### src/rtl/hitcap_pkg.sv
package hitcap_pkg;

  typedef enum logic {
    MODE_SELF = 1'b0,
    MODE_EXT  = 1'b1
  } cap_mode_e;

  // Increment with wrap back to zero when the limit is reached.
  function automatic logic [31:0] wrap_inc(input logic [31:0] val, input logic [31:0] lim);
    logic [31:0] nxt;
    nxt = val + 32'd1;
    return (nxt >= lim) ? 32'd0 : nxt;
  endfunction

  // Requested mode from the raw select pin.
  function automatic cap_mode_e mode_from_pin(input logic ext);
    return ext ? MODE_EXT : MODE_SELF;
  endfunction

endpackage

### src/rtl/hitcap_tstamp.sv
module hitcap_tstamp
  import hitcap_pkg::*;
#(
  parameter int TS_W = 24
) (
  input  logic            clk_i,
  input  logic            rst_ni,
  input  logic            sync_i,
  output logic [TS_W-1:0] ts_o
);

  localparam logic [31:0] TS_LIM = (TS_W >= 32) ? 32'hFFFF_FFFF : 32'(64'(1) << TS_W);

  logic [TS_W-1:0] ts_q;

  always_ff @(posedge clk_i) begin
    if (!rst_ni) begin
      ts_q <= '0;
    end else if (sync_i) begin
      ts_q <= '0;
    end else begin
      ts_q <= TS_W'(wrap_inc(32'(ts_q), TS_LIM));
    end
  end

  assign ts_o = ts_q;

  AST_TS_STEP: assert property (@(posedge clk_i) disable iff (!rst_ni)
    ($past(rst_ni) && !$past(sync_i)) |-> (TS_W'(ts_q - $past(ts_q)) == TS_W'(1)));

  AST_TS_SYNC: assert property (@(posedge clk_i) disable iff (!rst_ni)
    ($past(rst_ni) && $past(sync_i)) |-> (ts_q == '0));

endmodule

### src/rtl/hitcap_delay.sv
module hitcap_delay #(
  parameter int DEPTH = 20,
  parameter int W     = 88
) (
  input  logic         clk_i,
  input  logic         rst_ni,
  input  logic         in_valid_i,
  input  logic [W-1:0] in_data_i,
  output logic         out_valid_o,
  output logic [W-1:0] out_data_o,
  output logic         busy_o
);

  logic [DEPTH-1:0] vld_q;
  logic [W-1:0]     dat_q [DEPTH];

  // Slot valid bits carry reset; data follows without one.
  always_ff @(posedge clk_i) begin
    if (!rst_ni) begin
      vld_q <= '0;
    end else begin
      vld_q <= {vld_q[DEPTH-2:0], in_valid_i};
    end
  end

  always_ff @(posedge clk_i) begin
    dat_q[0] <= in_data_i;
    for (int s = 1; s < DEPTH; s++) begin
      dat_q[s] <= dat_q[s-1];
    end
  end

  assign out_valid_o = vld_q[DEPTH-1];
  assign out_data_o  = dat_q[DEPTH-1];
  assign busy_o      = |vld_q;

  AST_DRAIN_QUIET: assert property (@(posedge clk_i) disable iff (!rst_ni)
    (!busy_o && !in_valid_i) |=> !out_valid_o);

endmodule

### src/rtl/hitcap_fifo.sv
module hitcap_fifo
  import hitcap_pkg::*;
#(
  parameter int DEPTH = 7,
  parameter int W     = 89
) (
  input  logic         clk_i,
  input  logic         rst_ni,
  input  logic         wr_req_i,
  input  logic [W-1:0] wr_data_i,
  input  logic         pop_i,
  output logic [W-1:0] rd_data_o,
  output logic         not_empty_o,
  output logic         wr_ok_o,
  output logic         drop_o
);

  localparam int PW = (DEPTH > 1) ? $clog2(DEPTH) : 1;
  localparam int CW = $clog2(DEPTH + 1);
  localparam logic [CW-1:0] FULL_CNT = CW'(DEPTH);

  logic [W-1:0]  mem_q [DEPTH];
  logic [PW-1:0] rd_ptr_q, wr_ptr_q;
  logic [CW-1:0] cnt_q;
  logic          full, pop_ok;

  assign full        = (cnt_q == FULL_CNT);
  assign wr_ok_o     = wr_req_i && !full;
  assign drop_o      = wr_req_i && full;
  assign pop_ok      = pop_i && (cnt_q != '0);
  assign not_empty_o = (cnt_q != '0);
  assign rd_data_o   = mem_q[rd_ptr_q];

  always_ff @(posedge clk_i) begin
    if (!rst_ni) begin
      rd_ptr_q <= '0;
      wr_ptr_q <= '0;
      cnt_q    <= '0;
    end else begin
      if (wr_ok_o) wr_ptr_q <= PW'(wrap_inc(32'(wr_ptr_q), 32'(DEPTH)));
      if (pop_ok)  rd_ptr_q <= PW'(wrap_inc(32'(rd_ptr_q), 32'(DEPTH)));
      case ({wr_ok_o, pop_ok})
        2'b10:   cnt_q <= cnt_q + CW'(1);
        2'b01:   cnt_q <= cnt_q - CW'(1);
        default: cnt_q <= cnt_q;
      endcase
    end
  end

  always_ff @(posedge clk_i) begin
    if (wr_ok_o) mem_q[wr_ptr_q] <= wr_data_i;
  end

  AST_FIFO_BOUND: assert property (@(posedge clk_i) disable iff (!rst_ni)
    cnt_q <= FULL_CNT);

  AST_POP_EMPTY: assert property (@(posedge clk_i) disable iff (!rst_ni)
    (!not_empty_o && pop_i && !wr_req_i) |=> !not_empty_o);

  AST_WRITE_SHOWS: assert property (@(posedge clk_i) disable iff (!rst_ni)
    wr_ok_o |=> not_empty_o);

endmodule

### src/rtl/hitcap_top.sv
module hitcap_top
  import hitcap_pkg::*;
#(
  parameter int HIT_W      = 64,
  parameter int TS_W       = 24,
  parameter int PIPE_DEPTH = 20,
  parameter int FIFO_DEPTH = 7
) (
  input  logic             clk_i,
  input  logic             rst_ni,
  input  logic             ts_sync_i,
  input  logic [HIT_W-1:0] hits_i,
  input  logic             trig_i,
  input  logic             mode_ext_i,
  input  logic             pop_i,
  output logic             prompt_or_o,
  output logic             rec_valid_o,
  output logic [TS_W-1:0]  rec_ts_o,
  output logic [HIT_W-1:0] rec_hits_o,
  output logic             rec_ovf_o
);

  localparam int SLICE_W = TS_W + HIT_W;
  localparam int REC_W   = 1 + SLICE_W;

  cap_mode_e          mode_q, mode_req;
  logic [TS_W-1:0]    ts_now;
  logic               pipe_load, pipe_vld, pipe_busy;
  logic [SLICE_W-1:0] pipe_tail, cap_slice;
  logic [HIT_W-1:0]   tail_hits;
  logic               cap_req, fifo_wr_ok, fifo_drop, ovf_q;
  logic [REC_W-1:0]   fifo_rd;

  assign mode_req    = mode_from_pin(mode_ext_i);
  assign prompt_or_o = |hits_i;

  hitcap_tstamp #(.TS_W(TS_W)) u_tstamp (
    .clk_i  (clk_i),
    .rst_ni (rst_ni),
    .sync_i (ts_sync_i),
    .ts_o   (ts_now)
  );

  // Slots enter the delay line only while external mode is both active and requested.
  assign pipe_load = (mode_q == MODE_EXT) && (mode_req == MODE_EXT);

  hitcap_delay #(.DEPTH(PIPE_DEPTH), .W(SLICE_W)) u_delay (
    .clk_i       (clk_i),
    .rst_ni      (rst_ni),
    .in_valid_i  (pipe_load),
    .in_data_i   ({ts_now, hits_i}),
    .out_valid_o (pipe_vld),
    .out_data_o  (pipe_tail),
    .busy_o      (pipe_busy)
  );

  assign tail_hits = pipe_tail[HIT_W-1:0];

  always_comb begin
    if (mode_q == MODE_SELF) begin
      cap_req   = |hits_i;
      cap_slice = {ts_now, hits_i};
    end else begin
      cap_req   = trig_i && pipe_vld && (|tail_hits);
      cap_slice = pipe_tail;
    end
  end

  hitcap_fifo #(.DEPTH(FIFO_DEPTH), .W(REC_W)) u_fifo (
    .clk_i       (clk_i),
    .rst_ni      (rst_ni),
    .wr_req_i    (cap_req),
    .wr_data_i   ({ovf_q, cap_slice}),
    .pop_i       (pop_i),
    .rd_data_o   (fifo_rd),
    .not_empty_o (rec_valid_o),
    .wr_ok_o     (fifo_wr_ok),
    .drop_o      (fifo_drop)
  );

  always_ff @(posedge clk_i) begin
    if (!rst_ni) begin
      ovf_q  <= 1'b0;
      mode_q <= MODE_SELF;
    end else begin
      if (fifo_wr_ok)     ovf_q <= 1'b0;
      else if (fifo_drop) ovf_q <= 1'b1;
      if ((mode_req != mode_q) && !pipe_busy) mode_q <= mode_req;
    end
  end

  assign {rec_ovf_o, rec_ts_o, rec_hits_o} = fifo_rd;

  AST_SELF_CAPTURE: assert property (@(posedge clk_i) disable iff (!rst_ni)
    ((mode_q == MODE_SELF) && (|hits_i) && !rec_valid_o) |=> rec_valid_o);

  AST_EXT_QUIET: assert property (@(posedge clk_i) disable iff (!rst_ni)
    ((mode_q == MODE_EXT) && !trig_i && !rec_valid_o) |=> !rec_valid_o);

  AST_DROP_FLAG: assert property (@(posedge clk_i) disable iff (!rst_ni)
    fifo_drop |=> ovf_q);

  AST_OVF_CLEAR: assert property (@(posedge clk_i) disable iff (!rst_ni)
    fifo_wr_ok |=> !ovf_q);

  AST_MODE_FLUSHED: assert property (@(posedge clk_i) disable iff (!rst_ni)
    ($past(rst_ni) && (mode_q != $past(mode_q))) |-> !$past(pipe_busy));

endmodule

### config.mk
export PLATFORM = sky130hd
export DESIGN_NAME = hitcap_top
export DESIGN_NICKNAME = d
export VERILOG_FILES = /design/src/rtl/hitcap_pkg.sv /design/src/rtl/hitcap_tstamp.sv /design/src/rtl/hitcap_delay.sv /design/src/rtl/hitcap_fifo.sv /design/src/rtl/hitcap_top.sv
export SDC_FILE = /design/constraint.sdc
export NUM_CORES = 2
export LEC_CHECK = 0
export ABC_AREA = 1
export BUFFER_PORTS_ARGS = -buffer_cell sky130_fd_sc_hd__buf_2
export CORE_ASPECT_RATIO = 1.1
export CORE_MARGIN = 2
export CORE_UTILIZATION = 50
export DETAILED_ROUTE_END_ITERATION = 7
export PLACE_DENSITY = 0.66
export SLEW_MARGIN = 10
export SYNTH_ARGS = -nofsm -noshare
export SYNTH_HDL_FRONTEND = slang
export SYNTH_HIERARCHICAL = 1
export SYNTH_SLANG_ARGS = --single-unit
### constraint.sdc
create_clock -name clk_i -period 14.7 [get_ports clk_i]
set_clock_uncertainty 0.1 [all_clocks]
set_input_delay 0 -clock clk_i [delete_from_list [all_inputs] [get_ports clk_i]]
set_output_delay 0 -clock clk_i [all_outputs]
set_load 0.1 [all_outputs]
==> flow_metrics.py <==
metrics = {
    "placed_design": {
        "port_buffers": 160,
        "gp_congestion": 0.745,
        "dpl_cell_area_sq_um": 66700,
        "hpwl_um": 60200,
    },
    "logic_synthesis": {
        "syn_area_sq_um": 65100,
        "synth_flop_cell": "dfxtp_1",
        "synthCells": 4452,
        "ys_top_cells_by_count": "1818 x dfxtp_1, 844 x nand2_1, 623 x edfxtp_1, 241 x nor2_1, 160 x inv_1",
        "yosysUniqueCellTypes": 34,
        "synth_nets": 4530,
        "avgSynthCellArea_sq_um": 14.6,
        "synth_seq_cells": 2441,
        "ys_seq_area_frac": 0.846,
        "yosys_warnings": 6,
        "yosysTopAreaCellShare": 0.559,
        "yosysMostFrequentCell": "dfxtp_1",
        "yosys-top-cells-area": "dfxtp_1 56%, edfxtp_1 29%, nand2_1 4.9%",
        "synth_edf_count": 623,
        "async_flop_share": 0,
        "synth_top_area_cell": "dfxtp_1",
    },
    "floorplanning": {
        "core.rowCount": 138,
        "core_sq_um": 129000,
        "die_y_um": 382,
        "start_util": 0.505,
        "die_w_um": 348,
        "die_area_sq_um": 133000,
        "io_pins": 161,
    },
    "pwr": {
        "p_leak_nw": 30.6,
        "finalPower_mw": 15.8,
        "cellPowerDensity_nw_per_um2": 208,
        "ir_drop_uv": 195,
    },
    "min_path": {
        "hold_path.class": "input port to flop",
    },
    "sta": {
        "slew_viol_final": 0,
        "finalHoldViolCount": 0,
        "rsz0062_at_grt": "false",
        "setup_viol": 0,
        "max_slew_margin": 0.257,
        "fmax_mhz": 200,
        "tightest_slew_ns": 1.11,
        "finalSetupTns_ns": 0,
        "period_needed_ns": 5.01,
        "post-route-period-util": 0.341,
    },
    "drt": {
        "drtIter0Drc": 2057,
        "route.met3.wl_um": 5260,
        "routed_via_density": 4.67,
        "num_vias": 30951,
        "drt_wl_total_um": 113000,
        "met2WireLength_um": 51600,
        "drt-met1-wl_um": 52900,
        "ant_nets": 0,
        "top_layer": "met4",
        "dr.pass1.iters": 7,
        "drc_errors": 0,
        "wl_per_cell_um": 17.0,
    },
    "final_layout": {
        "fin_area_sq_um": 75700,
        "fin_util": 0.587,
        "fin_nets": 4841,
        "drive_gt1_frac": 0.134,
        "area_growth_syn_to_layout_pct": 16.3,
    },
    "global_route": {
        "first_global_vias": 30592,
        "grt_start_max_net_pins": 206,
        "grt_pass1_wl_um": 173000,
        "grt_usage": 0.170,
        "antenna_found_initial": 1,
        "overflow": 0,
    },
    "critical_path": {
        "crit_path_top_delay_cell": "buf_4",
        "required_ns": 14.60,
        "start_kind": "flop",
        "endpoint_kind": "output port",
        "critPathMaxFanout": 205,
        "crit_chain": "clkinv_8, buf_4, buf_4, nand2_1, nand3_1, o211ai_1, nand2_1, buf_2",
        "critical_path_arrival_ns": 4.91,
        "slowest_delay_ns": 0.88,
        "path_class": "flop to output port",
    },
    "clocking": {
        "cts_tree": "built",
        "cts_setup_buffers": 0,
        "cts_buffers": 214,
        "htree_levels": 4,
        "cts.path.max_buffers": 3,
        "clkTransAtPathRegs_ns": 0.07,
        "cts.sinks": 2441,
        "root_buffer": "clkbuf_16",
        "clk_latency_ns": 0.84,
    },
    "status": {
        "outcome": "completed",
    },
    "run": {
        "drv_cap": 0,
    },
}
-- worst max-delay path: cells and delay by family (launching register included) --
family | cells | cell delay [ns]
simple gates | 3 | 0.39
buf+inv | 4 | 2.73
compound gates | 1 | 0.10
flops | 1 | 0.51
-- power by group --
group,internal (mW),switching (mW),total [mW]
sequential,7.38,0.133,7.51
combinational,0.418,2.03,2.45
clock,3.39,2.43,5.82
total,11.2,4.60,15.8
-- cell type report --
| cell class | instances | area [sq um] |
|---|---|---|
| Antenna cell | 3 | 7.51 |
| Clock buffer | 308 | 6530 |
| Clock inverter | 92 | 1140 |
| Fill cell | 9522 | 53300 |
| Inverter | 165 | 644 |
| Multi-Input combinational cell | 1617 | 7790 |
| Sequential cell | 2441 | 55100 |
| Tap cell | 1680 | 2100 |
| Timing Repair Buffer | 324 | 2370 |
-- sequential cells by signal, summed over array words and instances, names as in the netlist, 3 cells and up, named ones only --
| name | cells |
|---|---|
| u_delay/dat_q | 1760 |
| u_delay/vld_q | 20 |
| u_fifo/cnt_q | 3 |
| u_fifo/mem_q | 623 |
| u_fifo/rd_ptr_q | 3 |
| u_fifo/wr_ptr_q | 3 |
| u_tstamp/ts_o | 24 |
-- through the flow --
step	hold slack [ns]	cells	worst slack (ns)
2_1_floorplan	-0.0723	4452	8.93
3_3_place_gp	0.0187	6090	9.83
3_5_place_dp	0.0197	6090	9.76
4_1_cts	0.0230	6627	9.69
5_1_grt	0.0942	6627	9.36
6_report	0.104	6630	9.69
-- cells by family after synthesis --
family / Yosys count / share of synthesized area
adders and majority gates: 8 / 0.00165
buffers and inverters: 394 / 0.0349
and+or+nand+nor: 1211 / 0.0729
AOI/OAI and AO/OA: 388 / 0.0430
DFF: 2441 / 0.846
xor gates and xnor gates: 10 / 0.00135
-- final timing paths --
| kind | cells past startpoint | from | slack [ns] | end |
|---|---|---|---|---|
| min reg2reg | 0 | u_delay/dat_q[4][247]$_DFF_P_ | 0.20 | u_delay/dat_q[4][335]$_DFF_P_ |
| max | 8 | flop | 9.69 | rec_hits_o[58] |
| min | 4 | hits_i[31] | 0.10 | u_fifo/mem_q[3][31]$_DFFE_PP_ |
| max reg2reg | 10 | mode_q$_SDFFE_PN0P_ | 9.85 | u_fifo/mem_q[0][26]$_DFFE_PP_ |
-- layout by cell type, fill, tap and decap left out, types with 3 or more instances in the layout --
cell	synthesis	final
o21ai_0	96	96
nand3_1	109	109
inv_4	0	13
nand2_2	3	3
nor2_1	241	234
nor2_2	4	4
nor2_4	3	10
inv_6	0	6
inv_1	160	161
buf_2	31	160
clkinv_2	0	26
dfxtp_4	0	4
xor2_1	6	6
o21ai_1	99	99
clkbuf_16	0	225
edfxtp_1	623	623
xnor2_1	4	4
bufinv_16	0	15
dfxtp_1	1818	1814
buf_4	110	27
inv_16	0	8
diode_2	0	3
clkbuf_8	0	59
clkinv_1	0	6
nand2_1	844	844
clkbuf_1	35	24
a21oi_1	15	15
clkinvlp_4	0	7
clkinv_16	0	4
o211ai_1	96	96
ha_1	7	7
inv_8	1	3
o211ai_2	82	82
clkinv_4	0	6
dlygate4sd3_1	0	137
-- per-layer routing --
layer,global-route usage,up-vias
li1,-,15174
met1,0.235,14958
met2,0.268,634
met3,0.0332,185
met4,0.0616,0
met5,0,-
-- what timing repair did --
item | CTS | global route
hold endpoints to repair | 570 | 0
endpoints found under the setup margin | 0 | 0
hold buffers | 137 | 0
resized for setup | 0 | 0
Note: power is estimated with default switching activity, not from simulation.
